===== src/rtl/tlbv_pkg.sv =====
package tlbv_pkg;

  typedef enum logic [1:0] {
    FK_MISS  = 2'd0,
    FK_INVAL = 2'd1,
    FK_WPROT = 2'd2,
    FK_RSVD  = 2'd3
  } fault_kind_e;

  typedef enum logic [2:0] {
    FC_USER   = 3'd0,
    FC_KDATA  = 3'd1,
    FC_PTE    = 3'd2,
    FC_ROOT   = 3'd3,
    FC_INVAL  = 3'd4,
    FC_MODIFY = 3'd5
  } fault_class_e;

  // entry slot index, multiplied by the slot stride to form the offset
  typedef enum logic [1:0] {
    SLOT_USER  = 2'd0,
    SLOT_KDATA = 2'd1,
    SLOT_PTE   = 2'd2,
    SLOT_GEN   = 2'd3
  } vec_slot_e;

  typedef struct packed {
    logic user_space;
    logic pt_hit;
    logic root_hit;
  } region_t;

endpackage


===== src/rtl/tlbv_region_dec.sv =====
module tlbv_region_dec
  import tlbv_pkg::*;
#(
  parameter int ADDR_W = 32
) (
  input  logic [ADDR_W-1:0] addr,
  input  logic [ADDR_W-1:0] ptw_base,
  input  logic [ADDR_W-1:0] ptw_mask,
  input  logic [ADDR_W-1:0] root_base,
  input  logic [ADDR_W-1:0] root_mask,
  output region_t           region
);

  localparam int TOP = ADDR_W - 1;

  logic in_kernel;
  logic pt_match;
  logic root_match;

  always_comb begin
    in_kernel  = addr[TOP];
    pt_match   = ((addr & ptw_mask) == ptw_base);
    root_match = ((addr & root_mask) == root_base);

    region.user_space = ~in_kernel;
    // windows only describe kernel-half mappings
    region.root_hit   = in_kernel & root_match;
    region.pt_hit     = in_kernel & pt_match & ~root_match;
  end

  always_comb begin
    if (region.user_space)
      assert (!region.pt_hit && !region.root_hit)
        else $error("p_window_kernel_only_r6: window hit in user half");
  end

endmodule


===== src/rtl/tlbv_class_sel.sv =====
module tlbv_class_sel
  import tlbv_pkg::*;
(
  input  region_t      region,
  input  fault_kind_e  kind,
  input  logic         is_store,
  output logic         accept,
  output fault_class_e cls
);

  always_comb begin
    accept = 1'b0;
    cls    = FC_USER;
    unique case (kind)
      FK_MISS: begin
        accept = 1'b1;
        if (region.user_space)    cls = FC_USER;
        else if (region.root_hit) cls = FC_ROOT;
        else if (region.pt_hit)   cls = FC_PTE;
        else                      cls = FC_KDATA;
      end
      FK_INVAL: begin
        accept = 1'b1;
        cls    = FC_INVAL;
      end
      FK_WPROT: begin
        // a load to a read-only page is not a fault
        accept = is_store;
        cls    = FC_MODIFY;
      end
      default: begin
        accept = 1'b0;
        cls    = FC_USER;
      end
    endcase
  end

endmodule


===== src/rtl/tlbv_vec_map.sv =====
module tlbv_vec_map
  import tlbv_pkg::*;
#(
  parameter bit HAS_FAST = 1'b1
) (
  input  fault_class_e cls,
  input  logic         fast_mode,
  input  logic         user_mode,
  output vec_slot_e    slot
);

  generate
    if (HAS_FAST) begin : g_fast
      always_comb begin
        unique case (cls)
          FC_USER:  slot = SLOT_USER;
          FC_KDATA: slot = (fast_mode && !user_mode) ? SLOT_KDATA : SLOT_GEN;
          FC_PTE:   slot = (fast_mode && !user_mode) ? SLOT_PTE : SLOT_GEN;
          default:  slot = SLOT_GEN;
        endcase
      end
    end else begin : g_basic
      logic unused_mode;
      assign unused_mode = fast_mode ^ user_mode;
      assign slot = (cls == FC_USER) ? SLOT_USER : SLOT_GEN;
    end
  endgenerate

  always_comb begin
    if (cls == FC_ROOT || cls == FC_INVAL || cls == FC_MODIFY)
      assert (slot == SLOT_GEN)
        else $error("p_slow_classes_general_r7: costly class on fast slot");
  end

endmodule


===== src/rtl/tlbv_fault_vector.sv =====
module tlbv_fault_vector
  import tlbv_pkg::*;
#(
  parameter int ADDR_W    = 32,
  parameter int SLOT_STEP = 128,
  parameter bit HAS_FAST  = 1'b1
) (
  input  logic              clk,
  input  logic              rst_n,
  input  logic              fault_valid,
  input  logic [ADDR_W-1:0] fault_addr,
  input  logic [1:0]        fault_kind,
  input  logic              is_store,
  input  logic              user_mode,
  input  logic              fast_mode,
  input  logic [ADDR_W-1:0] vec_base,
  input  logic [ADDR_W-1:0] ptw_base,
  input  logic [ADDR_W-1:0] ptw_mask,
  input  logic [ADDR_W-1:0] root_base,
  input  logic [ADDR_W-1:0] root_mask,
  output logic              vec_valid,
  output logic [ADDR_W-1:0] vec_addr,
  output logic [2:0]        class_code
);

  localparam logic [ADDR_W-1:0] GEN_OFF = ADDR_W'(3 * SLOT_STEP);

  region_t           region;
  logic              accept;
  fault_class_e      cls_d;
  vec_slot_e         slot;
  logic [ADDR_W-1:0] vec_d;
  logic              load_en;

  fault_class_e      cls_q;
  logic [ADDR_W-1:0] vec_q;
  logic              valid_q;

  tlbv_region_dec #(.ADDR_W(ADDR_W)) i_region (
    .addr      (fault_addr),
    .ptw_base  (ptw_base),
    .ptw_mask  (ptw_mask),
    .root_base (root_base),
    .root_mask (root_mask),
    .region    (region)
  );

  tlbv_class_sel i_class (
    .region   (region),
    .kind     (fault_kind_e'(fault_kind)),
    .is_store (is_store),
    .accept   (accept),
    .cls      (cls_d)
  );

  tlbv_vec_map #(.HAS_FAST(HAS_FAST)) i_map (
    .cls       (cls_d),
    .fast_mode (fast_mode),
    .user_mode (user_mode),
    .slot      (slot)
  );

  // next-state
  always_comb begin
    load_en = fault_valid & accept;
    vec_d   = vec_base + ADDR_W'(int'(slot) * SLOT_STEP);
  end

  // registers
  always_ff @(posedge clk or negedge rst_n) begin
    if (!rst_n) begin
      valid_q <= 1'b0;
      cls_q   <= FC_USER;
      vec_q   <= '0;
    end else begin
      valid_q <= load_en;
      if (load_en) begin
        cls_q <= cls_d;
        vec_q <= vec_d;
      end
    end
  end

  assign vec_valid  = valid_q;
  assign vec_addr   = vec_q;
  assign class_code = cls_q;

  p_user_fast_r2: assert property (@(posedge clk) disable iff (!rst_n)
    (fault_valid && fault_kind == 2'd0 && !fault_addr[ADDR_W-1])
      |=> (vec_valid && class_code == 3'd0 && vec_addr == $past(vec_base)))
    else $error("p_user_fast_r2");

  p_invalid_general_r3: assert property (@(posedge clk) disable iff (!rst_n)
    (fault_valid && fault_kind == 2'd1)
      |=> (class_code == 3'd4 && vec_addr == $past(vec_base) + GEN_OFF))
    else $error("p_invalid_general_r3");

  p_load_wprot_quiet_r4: assert property (@(posedge clk) disable iff (!rst_n)
    (fault_valid && fault_kind == 2'd2 && !is_store)
      |=> (!vec_valid && $stable(class_code) && $stable(vec_addr)))
    else $error("p_load_wprot_quiet_r4");

  p_root_general_r7: assert property (@(posedge clk) disable iff (!rst_n)
    (vec_valid && class_code == 3'd3) |-> (vec_addr == $past(vec_base) + GEN_OFF))
    else $error("p_root_general_r7");

  p_umode_general_r8: assert property (@(posedge clk) disable iff (!rst_n)
    (fault_valid && user_mode && fault_addr[ADDR_W-1] && fault_kind != 2'd3
     && !(fault_kind == 2'd2 && !is_store))
      |=> (vec_addr == $past(vec_base) + GEN_OFF))
    else $error("p_umode_general_r8");

  p_hold_r9: assert property (@(posedge clk) disable iff (!rst_n)
    !fault_valid |=> (!vec_valid && $stable(class_code) && $stable(vec_addr)))
    else $error("p_hold_r9");

  p_class_legal_r9: assert property (@(posedge clk) disable iff (!rst_n)
    class_code <= 3'd5)
    else $error("p_class_legal_r9");

endmodule


===== config.mk =====
export PLATFORM = sky130hd
export DESIGN_NAME = tlbv_fault_vector
export DESIGN_NICKNAME = d
export VERILOG_FILES = /design/src/rtl/tlbv_pkg.sv /design/src/rtl/tlbv_region_dec.sv /design/src/rtl/tlbv_class_sel.sv /design/src/rtl/tlbv_vec_map.sv /design/src/rtl/tlbv_fault_vector.sv
export SDC_FILE = /design/constraint.sdc
export NUM_CORES = 1
export LEC_CHECK = 0
export ABC_CLOCK_PERIOD_IN_PS = 800
export BUFFER_PORTS_ARGS = -buffer_cell sky130_fd_sc_hd__buf_4
export CORE_MARGIN = 4
export CORE_UTILIZATION = 41
export CTS_CLUSTER_SIZE = 40
export DETAILED_ROUTE_END_ITERATION = 6
export HOLD_SLACK_MARGIN = 0.15
export PLACE_DENSITY = 0.84
export SYNTH_ARGS = -nofsm -noshare
export SYNTH_HDL_FRONTEND = slang
export SYNTH_HIERARCHICAL = 1
export SYNTH_SLANG_ARGS = --single-unit

===== constraint.sdc =====
create_clock -name clk -period 0.8 [get_ports clk]
set_input_delay 0.16 -clock clk [delete_from_list [all_inputs] [get_ports clk]]
set_output_delay 0.16 -clock clk [all_outputs]
set_load 0.05 [all_outputs]

Word-level counts from Yosys, hierarchy flattened. Cells that the tools add are included.

Bits in registers: 36. Bits of input ports: 200. Output and inout port bits: 36. Logic and storage cells: 30.

Add/sub/neg operators: 1. Equality and inequality tests: 6. Muxes and demuxes: 8. Bitwise operators: 7. Reductions and logical operators: 5.

Operators by type and width (number): bitwise AND 32 bit (2); == test 32 bit (2); adder 32 x 9 -> 32 bit (1); case mux 3 bit (3 select lines) (1); 2-to-1 mux 3 bit (2); case mux 2 bit (3 select lines) (1); bitwise AND 1 bit (4); 2-to-1 mux 2 bit (2); == test 3 x 1 -> 1 bit (second input constant) (1); == test 3 x 2 -> 1 bit (second input constant) (1); logical NOT 3 bit (1); == test 2 x 1 -> 1 bit (second input constant) (1); == test 2 bit (second input constant) (1); logical NOT 2 bit (1); case mux 1 bit (2 select lines) (1); OR reduction 2 bit (1); logical AND 1 bit (1); logical NOT 1 bit (1); 2-to-1 mux 1 bit (1); inverter 1 bit (1).

Logic depth before layout (Yosys ltp).
Depth after elaboration: 11. Depth in mapped cells: 16. Mapped depth without buffers: 15.

Modules after synthesis. Netlist, hierarchy kept.

By module, submodules not included: tlbv_fault_vector (instances 1, cells each 203, area an instance 1824.2 um^2, sequential area each 900.9 um^2); tlbv_region_dec (instances 1, cells each 162, area an instance 1071.0 um^2, sequential area each 0.0 um^2); tlbv_class_sel (instances 1, cells each 14, area an instance 107.6 um^2, sequential area each 0.0 um^2); tlbv_vec_map (instances 1, cells each 3, area an instance 31.3 um^2, sequential area each 0.0 um^2).

Least setup slack after synthesis. Ideal clock, no wire load.

Path kind: in2reg. From: input port fault_addr[16]. To: register vec_q[29], in the netlist vec_addr[29]. Setup time: 0.082 ns. Data arrival time: 3.170 ns. Required time: 0.718 ns. Slack: -2.452 ns. Stages: 16. Path buffers: 1. Cells stage by stage: a21o_1 a211oi_2 nand4_1 nor4_2 nor3_1 nor2b_1 o31ai_2 a211o_1 ha_1 inv_1 fa_1 and3b_1 buf_2 nand2_1 or4_1 a31oi_1.

RTL lines: from (decl) (line tlbv_fault_vector.sv:11) `input logic [ADDR_W-1:0] fault_addr,`; to (signal assigned) (line tlbv_fault_vector.sv:79) `vec_q <= vec_d;`; to (decl) (line tlbv_fault_vector.sv:36) `logic [ADDR_W-1:0] vec_q;`.

==> results_dict.tcl <==
set metrics [dict create \
    whs_endpoint "vec_addr[30]$_DFFE_PN0P_" \
    final_max_slew_viol_count 0 \
    place_ws_ns -2.75 \
    clk_root_buffer_cell "sky130_fd_sc_hd__clkbuf_8" \
    tritoncts.num_buffers 5 \
    timing.critical_path.fanout_max 5 \
    max_freq_mhz 271 \
    cp_cell_sequence "buf_4, a21o_1, a211oi_1, nand4_1, nor4_4, and2_4, nor2b_2, o31ai_4, a211o_1, ha_4, buf_4, a21oi_4, or3_4, buf_4, o21ai_0, a31oi_1" \
    synth.yosys.warnings 6 \
    fp-row-count 31 \
    clock_path_buffers 2 \
    globalplace.congestion 0.918 \
    yosys_most_used_dff "sky130_fd_sc_hd__dfrtp_1" \
    critical_path_required_ns 0.93 \
    worst-endpoint-arrival_ns 3.81 \
    initial_core_utilization 0.421 \
    finalSetupTns_ns -76.97 \
    hold_path.class "primary input to register" \
    area_delta_synth_final_pct 114 \
    final-setup-viol-count 72 \
    worst_r2r_path_depth 2 \
    via_per_inst 6.24 \
    clock_tree.htree_level_count 2 \
    final_design_area_no_fill_um2 6490 \
    detail_route.wirelength_um 22000 \
    gr_busiest_metal "met2" \
    crit-reg2reg-launch "vec_addr[26]$_DFFE_PN0P_" \
    die_y_um 94.0 \
    final.setup.worst_slack_ns -2.89 \
    post_synthesis_net_count 589 \
    vdd_ir_drop_max_mv 0.867 \
    static-leakage-power_nw 3.24 \
    worst-r2r-setup-slack_ns -0.28 \
    path_common_cell "sky130_fd_sc_hd__buf_4" \
    final_design_utilization 0.900 \
    global_route.usage.total 0.372 \
    met3_usage 0.0970 \
    io_buffers 235 \
    final_common_cell "sky130_fd_sc_hd__buf_4" \
    period_minus_slack_ns 3.69 \
    globalRouteMet2Util 0.687 \
    timing.final.crit_share 4.61 \
    final_stage_net_count 930 \
    worst_path_buf_inv 3 \
    regToRegEndpoint "vec_addr[26]$_DFFE_PN0P_" \
    async_reset_ff_frac 1.00 \
    clock_skew_ns 0 \
    grt_pass1_wl_um 25100 \
    total_power_mw 9.58 \
    antenna_left 0 \
    max_capacitance_violation_total 0 \
    criticalPathCategory "primary input to register" \
    synth_enable_flop_cells 0 \
    grt_use_met1 0.388 \
    place_area_um2 5430 \
    postSynthCellCount 382 \
    drc 0 \
    post_synth.cell_area_avg_um2 7.94 \
    hold_path_startpoint "vec_base[30]" \
    drt_first_pass_iters 5 \
    dp_hpwl_um 11700 \
    hold_viol 0 \
    synth.lib_cells_used.distinct 41 \
    numPlacedInstances 767 \
    critPathSlowestCell "sky130_fd_sc_hd__o21ai_0" \
    first_global_vias 4913 \
    synth_seq_cells 36 \
    boundaryPins 236 \
    coreArea_um2 7210 \
    worstHoldPathCells 3 \
    antenna_found_initial 1 \
    worst_path_dominant_cell_family "compound AO/OA/AOI/OAI gates" \
    commonest_non_fill_non_tap_cells_in_the_layout "sky130_fd_sc_hd__buf_4 (279), sky130_fd_sc_hd__nand2_1 (65), sky130_fd_sc_hd__buf_6 (51)" \
    start_kind "primary input" \
    critPathCaptureType "register" \
    vias 5140 \
    power_density_relative_to_cell_area_nw_per_um2 1480 \
    drt_iter0_markers 503 \
    stdcell_count 824 \
    post_synthesis_instance_area_um2 3030 \
    worst_skew_pair.late_latency_ns 0.31 \
    status "finished with violations" \
    die_outline_area_um2 8840 \
    cts_tree "yes" \
    fin_worst_hold_slack_ns 0.197 \
    rsz0062_at_grt "yes" \
    largest_net_degree_at_the_start_of_global_routing 37 \
    chipWidth_um 94.0 \
    grt_remaining_overflow 0 \
    mean_routed_wirelength_per_cell_um 26.7 \
    critical-path-max-stage-delay_ns 0.53 \
    timing_worst_slew_pin_value_ns 0.715 \
    synth-seq-area-share 0.297 \
    sink_count_of_the_clock_tree 36 \
    worst_setup_hold_path_clk_slew_ns 0.08 \
    max_slew_margin 0.520 \
    fraction_of_layout_instances_using_a_drive_strength_above_1 0.579 \
    violated_checks "negative setup slack" \
]
## synth_stat cells (2+ instances only)
| cell | instances | area share |
|---|---|---|
| sky130_fd_sc_hd__nor4_1 | 10 | 0.021 |
| sky130_fd_sc_hd__nand3_1 | 14 | 0.023 |
| sky130_fd_sc_hd__clkbuf_1 | 9 | 0.011 |
| sky130_fd_sc_hd__nor2_1 | 15 | 0.019 |
| sky130_fd_sc_hd__xor2_1 | 7 | 0.020 |
| sky130_fd_sc_hd__a211oi_2 | 3 | 0.012 |
| sky130_fd_sc_hd__a21boi_0 | 8 | 0.020 |
| sky130_fd_sc_hd__or3_1 | 2 | 0.0041 |
| sky130_fd_sc_hd__nor2b_1 | 2 | 0.0041 |
| sky130_fd_sc_hd__and3b_1 | 9 | 0.026 |
| sky130_fd_sc_hd__a21oi_1 | 17 | 0.028 |
| sky130_fd_sc_hd__nand2b_1 | 2 | 0.0041 |
| sky130_fd_sc_hd__a21o_1 | 8 | 0.020 |
| sky130_fd_sc_hd__or4_1 | 8 | 0.020 |
| sky130_fd_sc_hd__inv_1 | 6 | 0.0074 |
| sky130_fd_sc_hd__and3_1 | 19 | 0.039 |
| sky130_fd_sc_hd__o21ai_0 | 15 | 0.025 |
| sky130_fd_sc_hd__and4_1 | 3 | 0.0087 |
| sky130_fd_sc_hd__ha_1 | 6 | 0.025 |
| sky130_fd_sc_hd__a31oi_1 | 11 | 0.023 |
| sky130_fd_sc_hd__o31ai_1 | 8 | 0.020 |
| sky130_fd_sc_hd__nand2_1 | 86 | 0.11 |
| sky130_fd_sc_hd__a211o_1 | 2 | 0.0058 |
| sky130_fd_sc_hd__a211oi_1 | 6 | 0.015 |
| sky130_fd_sc_hd__xnor2_1 | 37 | 0.11 |
| sky130_fd_sc_hd__nand4_1 | 12 | 0.025 |
| sky130_fd_sc_hd__dfrtp_1 | 36 | 0.30 |
| sky130_fd_sc_hd__o22a_1 | 8 | 0.023 |
## layout make-up
class                      count  area, µm²
timing repair buffer         344       2860
multi-input combinational    329       2470
sequential                    36        901
fill                         321        723
tap                           99        124
clock buffer                   5       68.8
inverter                       7       46.3
clock inverter                 3       18.8
antenna                        1       2.50
## report_power, final
part           switching, mW  total (mW)  internal [mW]  leakage, nW
clock                  0.802        1.41          0.609       0.0479
sequential             0.350        2.51           2.16        0.434
combinational           3.10        5.65           2.56         2.75
total                   4.25        9.58           5.33         3.24
## cells by family (layout without fill, tap and decap cells)
family | count (synthesis) | after routing | share of synthesized area
compound gates | 88 | 88 | 0.198
fa+ha+maj | 7 | 7 | 0.0313
xor+xnor | 44 | 44 | 0.127
flops | 36 | 36 | 0.297
simple gates | 189 | 190 | 0.321
other cells | 0 | 1 | 0
buf+inv | 18 | 359 | 0.0252
## worst register-to-register path, stage by stage, from the launching register on
cell and delay, ns:
sky130_fd_sc_hd__dfrtp_1 0.41, sky130_fd_sc_hd__nor2_1 0.46, sky130_fd_sc_hd__a31oi_4 0.06
## per-layer routing
metal,wire length (µm),vias to the layer above
li1,-,2071
met1,6810,2321
met2,10200,525
met3,2710,221
met4,2290,2
met5,21,-
## flip-flops by register name, indices dropped and copies added, names as in the netlist
register / count
class_code: 3
vec_addr: 32
vec_valid: 1
## repair_timing
action	CTS	global route
pin swaps	19	25
gates cloned	3	1
endpoints found under the hold margin	45	0
setup endpoints to repair	72	72
resized for setup	78	75
setup buffers	15	29
hold buffers	8	0
## how the worst max path moves through the flow
| stage | start | to | slack, ns | depth (start not counted) |
|---|---|---|---|---|
| after CTS | fault_addr[9] | vec_addr[27]$_DFFE_PN0P_ | -2.37 | 16 |
| after floorplan | fault_addr[21] | vec_addr[29]$_DFFE_PN0P_ | -2.35 | 16 |
| after global placement | fault_addr[24] | vec_addr[29]$_DFFE_PN0P_ | -2.62 | 16 |
| final | fault_addr[24] | vec_addr[24]$_DFFE_PN0P_ | -2.89 | 16 |
| after global routing | fault_addr[24] | vec_addr[24]$_DFFE_PN0P_ | -3.11 | 16 |
| after detailed placement | fault_addr[9] | vec_addr[27]$_DFFE_PN0P_ | -2.75 | 16 |
(Power assumes the default switching activity.)
